$ cat config.mk
export PLATFORM = sky130hd
export DESIGN_NAME = hzu_top
export DESIGN_NICKNAME = d
export VERILOG_FILES = /design/src/rtl/hzu_pkg.sv /design/src/rtl/hzu_opsrc_pick.sv /design/src/rtl/hzu_stall_detect.sv /design/src/rtl/hzu_top.sv
export SDC_FILE = /design/constraint.sdc
export NUM_CORES = 1
export LEC_CHECK = 0
export BUFFER_PORTS_ARGS = -buffer_cell sky130_fd_sc_hd__buf_2
export CORE_MARGIN = 8
export CORE_UTILIZATION = 47
export DETAILED_ROUTE_END_ITERATION = 8
export GPL_ROUTABILITY_DRIVEN = 1
export PLACE_DENSITY = 0.95
export SYNTH_ARGS = -nofsm -noshare
export SYNTH_HDL_FRONTEND = slang
export SYNTH_SLANG_ARGS = --single-unit
$ cat constraint.sdc
create_clock -name vclk -period 4.9
set_input_delay 0.735 -clock vclk [all_inputs]
set_output_delay 0.735 -clock vclk [all_outputs]
set_load 0.01 [all_outputs]
$ cat src/rtl/hzu_pkg.sv
package hzu_pkg;
  typedef enum logic [1:0] {
    SRC_PLAIN = 2'd0,
    SRC_EXMEM = 2'd1,
    SRC_MEMWB = 2'd2
  } opsrc_e;
endpackage

$ cat src/rtl/hzu_opsrc_pick.sv
module hzu_opsrc_pick
  import hzu_pkg::*;
#(
  parameter int AW = 5
) (
  input  logic          fwd_en,
  input  logic [AW-1:0] rs,
  input  logic [AW-1:0] near_rd,
  input  logic          near_ok,
  input  logic [AW-1:0] far_rd,
  input  logic          far_ok,
  output opsrc_e        sel
);
  logic near_hit;
  logic far_hit;

  always_comb begin
    near_hit = fwd_en && near_ok && (near_rd != '0) && (near_rd == rs);
    far_hit  = fwd_en && far_ok  && (far_rd  != '0) && (far_rd  == rs);
    if (near_hit)     sel = SRC_EXMEM;
    else if (far_hit) sel = SRC_MEMWB;
    else              sel = SRC_PLAIN;
  end
endmodule

$ cat src/rtl/hzu_stall_detect.sv
module hzu_stall_detect #(
  parameter int AW = 5
) (
  input  logic          fwd_en,
  input  logic [AW-1:0] id_rs1,
  input  logic [AW-1:0] id_rs2,
  input  logic          id_branch,
  input  logic [AW-1:0] ex_rd,
  input  logic          ex_we,
  input  logic          ex_load,
  input  logic [AW-1:0] mem_rd,
  input  logic          mem_we,
  input  logic          mem_load,
  output logic          stall
);
  logic ex_hit;
  logic mem_hit;

  always_comb begin
    ex_hit  = ex_we  && (ex_rd  != '0) && ((ex_rd  == id_rs1) || (ex_rd  == id_rs2));
    mem_hit = mem_we && (mem_rd != '0) && ((mem_rd == id_rs1) || (mem_rd == id_rs2));
    if (fwd_en)
      stall = (ex_hit && (ex_load || id_branch)) || (mem_hit && mem_load && id_branch);
    else
      stall = ex_hit || mem_hit;
  end
endmodule

$ cat src/rtl/hzu_top.sv
module hzu_top
  import hzu_pkg::*;
#(
  parameter int AW = 5
) (
  input  logic          clk,
  input  logic          rst_n,
  input  logic          fwd_en,
  input  logic [AW-1:0] id_rs1,
  input  logic [AW-1:0] id_rs2,
  input  logic          id_branch,
  input  logic          id_br_taken,
  input  logic [AW-1:0] ex_rs1,
  input  logic [AW-1:0] ex_rs2,
  input  logic [AW-1:0] ex_rd,
  input  logic          ex_we,
  input  logic          ex_load,
  input  logic [AW-1:0] mem_rd,
  input  logic          mem_we,
  input  logic          mem_load,
  input  logic [AW-1:0] wb_rd,
  input  logic          wb_we,
  output logic [1:0]    ex_sel_a,
  output logic [1:0]    ex_sel_b,
  output logic [1:0]    id_sel_a,
  output logic [1:0]    id_sel_b,
  output logic          pc_hold,
  output logic          ifid_hold,
  output logic          idex_bubble,
  output logic          ifid_flush
);
  localparam int NPICK = 4;

  logic [AW-1:0] pick_rs [NPICK];
  opsrc_e        pick_sel [NPICK];
  logic          mem_fwd_ok;
  logic          stall;

  assign mem_fwd_ok = mem_we && !mem_load;
  assign pick_rs[0] = ex_rs1;
  assign pick_rs[1] = ex_rs2;
  assign pick_rs[2] = id_rs1;
  assign pick_rs[3] = id_rs2;

  for (genvar g = 0; g < NPICK; g++) begin : g_pick
    hzu_opsrc_pick #(.AW(AW)) u_pick (
      .fwd_en  (fwd_en),
      .rs      (pick_rs[g]),
      .near_rd (mem_rd),
      .near_ok (mem_fwd_ok),
      .far_rd  (wb_rd),
      .far_ok  (wb_we),
      .sel     (pick_sel[g])
    );
  end

  hzu_stall_detect #(.AW(AW)) u_stall (
    .fwd_en    (fwd_en),
    .id_rs1    (id_rs1),
    .id_rs2    (id_rs2),
    .id_branch (id_branch),
    .ex_rd     (ex_rd),
    .ex_we     (ex_we),
    .ex_load   (ex_load),
    .mem_rd    (mem_rd),
    .mem_we    (mem_we),
    .mem_load  (mem_load),
    .stall     (stall)
  );

  always_comb begin
    ex_sel_a    = pick_sel[0];
    ex_sel_b    = pick_sel[1];
    id_sel_a    = pick_sel[2];
    id_sel_b    = pick_sel[3];
    pc_hold     = stall;
    ifid_hold   = stall;
    idex_bubble = stall;
    ifid_flush  = id_br_taken && !stall;
  end


  younger_first_chk: assert property (@(posedge clk) disable iff (!rst_n)
    (ex_sel_a == 2'd2) |-> !(mem_we && !mem_load && mem_rd != '0 && mem_rd == ex_rs1));


  zero_dst_chk: assert property (@(posedge clk) disable iff (!rst_n)
    (mem_rd == '0 && wb_rd == '0) |->
      (ex_sel_a == 2'd0 && ex_sel_b == 2'd0 && id_sel_a == 2'd0 && id_sel_b == 2'd0));


  load_mem_nofwd_chk: assert property (@(posedge clk) disable iff (!rst_n)
    mem_load |-> (ex_sel_a != 2'd1 && ex_sel_b != 2'd1 && id_sel_a != 2'd1 && id_sel_b != 2'd1));


  load_use_chk: assert property (@(posedge clk) disable iff (!rst_n)
    (ex_load && ex_we && ex_rd != '0 && (ex_rd == id_rs1 || ex_rd == id_rs2)) |-> pc_hold);


  hold_no_flush_chk: assert property (@(posedge clk) disable iff (!rst_n)
    idex_bubble |-> (!ifid_flush && pc_hold && ifid_hold));


  fwd_off_chk: assert property (@(posedge clk) disable iff (!rst_n)
    !fwd_en |-> (ex_sel_a == 2'd0 && ex_sel_b == 2'd0 && id_sel_a == 2'd0 && id_sel_b == 2'd0));
endmodule

* Yosys cells after proc, flatten, opt, wreduce, memory -nomap -nowiden
Cells that the tools add are included.
** Word-level totals
- Flip-flop bits (word level) :: 0
- Input bits :: 45
- Output and inout bits :: 12
- Word-level logic and storage cells :: 50
** Cells by class
- Eq/ne operators :: 10
- Mux-type cells :: 9
- Reductions and logical operators :: 31
** Operators by type and width (number)
- $eq 5x5->1 :: 10
- $logic_and 1x1->1 :: 21
- $mux 2 :: 8
- $reduce_bool 5->1 :: 3
- $logic_or 1x1->1 :: 5
- $logic_not 1->1 :: 2
- $mux 1 :: 1

* Depth between registers and ports, before layout
- Depth after elaboration :: 9
- Mapped depth :: 7
- Mapped depth without buffers :: 5

* By module
A second synthesis with hierarchy kept.
** Second synthesis, totals
- Cells, all modules :: 123
- Area, all modules :: 993.5 um2
** Modules (own cells, without submodules)
- hzu_opsrc_pick :: instances 4, cells each 20, area each 165.2 um2, seq. area each 0.0 um2
- hzu_stall_detect :: instances 1, cells each 39, area each 290.3 um2, seq. area each 0.0 um2
- hzu_top :: instances 1, cells each 4, area each 42.5 um2, seq. area each 0.0 um2

* Worst setup path before layout
OpenSTA, ideal clock, no wires.
- Path type :: input to output
- Start point :: input mem_rd[0]
- End point :: output ifid_hold
- Arrival :: 2.088 ns
- Data required time :: 4.165 ns
- Path slack :: 2.077 ns
- Stages on the path :: 7
- Path through :: clkbuf_1 -> xor2_1 -> nor3_1 -> nand3_1 -> a221o_1 -> o21ai_0 -> buf_4
** Between the ends
- Cells in the longest elaborated chain, start to end :: 7
- Elaborated cells between the ends (all ways) :: 11
- Classes of those cells :: 2 x eq/ne; 1 x mux; 8 x reduce/logical
** RTL lines
- start: declaration :: line hzu_top.sv:18 : input logic [AW-1:0] mem_rd,
- $eq 5x5->1 or $reduce_bool 5->1 (tied branches) :: line hzu_stall_detect.sv:21 : mem_hit = mem_we && (mem_rd != '0) && ((mem_rd == id_rs1) || (mem_rd == id_rs2));
- $logic_or 1x1->1 or $logic_and 1x1->1 (tied branches) :: line hzu_stall_detect.sv:21
- $logic_and 1x1->1 * :: line hzu_stall_detect.sv:21
- $logic_and 1x1->1 (2 in series) :: line hzu_stall_detect.sv:23 : stall = (ex_hit && (ex_load || id_branch)) || (mem_hit && mem_load && id_branch);
- $logic_or 1x1->1 :: line hzu_stall_detect.sv:23
- $mux 1 * :: line hzu_stall_detect.sv:22 : if (fwd_en)
- end: declaration :: line hzu_top.sv:28 : output logic ifid_hold,
Mark *: on every way between the ends. The rest lies on a longest branch, timed or not.

* Worst setup path in the final report
- Start point :: input mem_rd[1]
- End point :: output ex_sel_a[1]
** Between the ends
- Cells in the longest elaborated chain, start to end :: 4
- Elaborated cells between the ends (all ways) :: 5
- Classes of those cells :: 1 x eq/ne; 1 x mux; 3 x reduce/logical
** RTL lines
- $reduce_bool 5->1 :: line hzu_opsrc_pick.sv:18 : near_hit = fwd_en && near_ok && (near_rd != '0) && (near_rd == rs);
- $logic_and 1x1->1 :: line hzu_opsrc_pick.sv:18
- $logic_and 1x1->1 * :: line hzu_opsrc_pick.sv:18
- $mux 2 * :: line hzu_opsrc_pick.sv:20 : if (near_hit) sel = SRC_EXMEM;
- end: declaration :: line hzu_top.sv:23 : output logic [1:0] ex_sel_a,
Marks and branches as above.

==> run_results.csv <==
group,metric,value,unit
finish,multi_input_area,694,um2
floorplanning,row_count,14,
floorplanning,die_w,57.0,um
floorplanning,ios,57,
yosys,syn_nets,147,
routing,wl,2440,um
worst_setup_path,cp_max_fo,5,
routing,wl_per_cell,15.5,um
sta,setup_viol,0,
floorplanning,core,1540,um2
outcome,outcome,"finished clean",
yosys,synth_top_area_cell,"xor2_1",
global_route,grt_pass1_vias,934,
finish,antenna-diode-count,0,
worst_setup_path,cpPeakStageDelay,530,ps
finish,seq_cell_count,0,
yosys,synth_top_area_share,36.7,%
worst_setup_path,crit_chain,"buf_2, or4_4, o21ai_2, or3b_4, nor4_2, nor4_2, buf_2",
yosys,synth_area,788,um2
finish,layout.nets,188,
yosys,yosys.cell_types.count,20,
global_route,antenna_found_initial,0,
yosys,synth.area.top_cells,"xor2_1, xnor2_1, nor4_2",
worst_setup_path,end_kind,"primary output",
sta,holdWs,1780,ps
worst_setup_path,cp-start-kind,"input pin",
placed_design,hpwl,2220,um
yosys,yosysWarnings,0,
routing,routed-via-count,838,
finish,layout-drive-gt1-share,44.7,%
finish,syn2layout_area_growth,25.6,%
worst_setup_path,crit_buf_inv,2,
clocking,cts_setup_buffers,0,
sta,rsz0062_at_grt,"no",
worst_hold_path,hold_path.class,"in -> out",
floorplanning,die_area,3240,um2
routing,viasPerCell,5.34,
yosys,yosysSeqAreaShare,0,%
floorplanning,initial_core_util,51.1,%
sta,worst_pin_slew,346,ps
worst_setup_path,crit_type,"in -> out",
global_route,track_usage,14.1,%
job,max_cap_viol_count,0,
worst_setup_path,crit_slowest_cell,"or4_4",
sta,hold_viol,0,
yosys,syn_avg_cell_area,7.73,um2
worst_setup_path,cp.arrival,2220,ps
routing,ant_nets,0,
sta,slew_violations,0,
clocking,post_cts_resized,0,
worst_setup_path,cp_data_required_time,4160,ps
power_and_ir_drop,power_density,82.5,nW/um2
routing,firstDrtPassIters,4,
finish,regArea,0,um2
global_route,grt_pass1_wl,4040,um
sta,timing.setup.tns,0,ps
sta,timing.slew.headroom,76.8,%
placed_design,portBuffers,55,
global_route,grt_overflow,0,
global_route,grt_max_degree,6,
worst_setup_path,cpLargestDelayFamily,"simple AND/OR/NAND/NOR gates",
finish,fillers,135,
routing,drc,0,
floorplanning,die_y,57.0,um
routing,drt_iter0_drc,11,
power_and_ir_drop,vdd_drop_max,0.0000545,V
yosys,netlist_instances,102,
clocking,hold_buffers,0,
sta,post-route-period-util,60.2,%
sta,timing.fmax,339,MHz
sta,min_period,2950,ps
power_and_ir_drop,power.leakage,0.456,nW
finish,clock_buffers,0,
placed_design,gp_congestion,0.868,
power by group:
part           switching, mW  internal (mW)
clock network              0              0
registers                  0              0
logic                 0.0426         0.0391
total                 0.0426         0.0391
per-stage QoR:
stage | std cells | power, mW | worst slack, ps | utilization [%] | instance area, um2
3_5_place_dp | 157 | 0.0815 | 1930 | 64.2 | 990
4_1_cts | 157 | 0.0818 | 1940 | 64.2 | 990
6_report | 157 | 0.0817 | 1950 | 64.2 | 990
3_3_place_gp | 157 | 0.0783 | 1940 | 64.2 | 990
5_1_grt | 157 | 0.0900 | 1830 | 64.2 | 990
2_1_floorplan | 102 | 0.0511 | 2080 | - | 788
synthesized netlist by cell type:
| library cell | count |
|---|---|
| o21ai_2 | 1 |
| or4_1 | 5 |
| nor3_1 | 6 |
| nor4_2 | 5 |
| o211ai_1 | 2 |
| a221o_1 | 1 |
| buf_6 | 1 |
| nor2_1 | 3 |
| buf_4 | 6 |
| nand3_1 | 6 |
| o211a_1 | 1 |
| buf_2 | 3 |
| or4_4 | 1 |
| xnor2_1 | 17 |
| xor2_1 | 33 |
| o21ai_0 | 1 |
| or3b_4 | 1 |
| nand2_1 | 2 |
| clkbuf_1 | 6 |
| a31oi_1 | 1 |
final cells by class:
class,count,area share (%)
Multi-Input combinational cell,86,70.2
Tap cell,16,2.02
Timing Repair Buffer,55,27.8
routing by layer:
metal | share of wire (%) | global-route usage (%) | vias up
met1 | 39 | 15.0 | 381
met2 | 51 | 27.6 | 36
met4 | 1.2 | 1.34 | 0
met3 | 8.8 | 3.76 | 2
li1 | - | - | 419
met5 | 0 | 0 | -
cells in the final DEF, fill, tap and decap left out, drive strengths merged:
cell type  netlist  final
xnor2           17     17
o21ai            2      2
nand2            2      2
or4              6      6
nand3            6      6
nor4             5      5
nor2             3      3
xor2            33     33
buf             10     55
o211ai           2      2
nor3             6      6
or3b             1      1
a31oi            1      1
o211a            1      1
a221o            1      1
logic make-up (layout without fill, tap and decap cells):
kind of cell           count (synthesis)  count (layout)  synth area share (%)
buffers and inverters                 16              55                  11.9
AO/OA/AOI/OAI                          7               7                  6.98
XOR/XNOR                              50              50                  55.6
AND/OR/NAND/NOR                       29              29                  25.6
path summary, 6_finish.rpt:
path	from	to	cells after the start
max	mem_rd[1]	ex_sel_a[1]	7
min	id_br_taken	ifid_flush	3
Power figures use the tool's default switching activity.
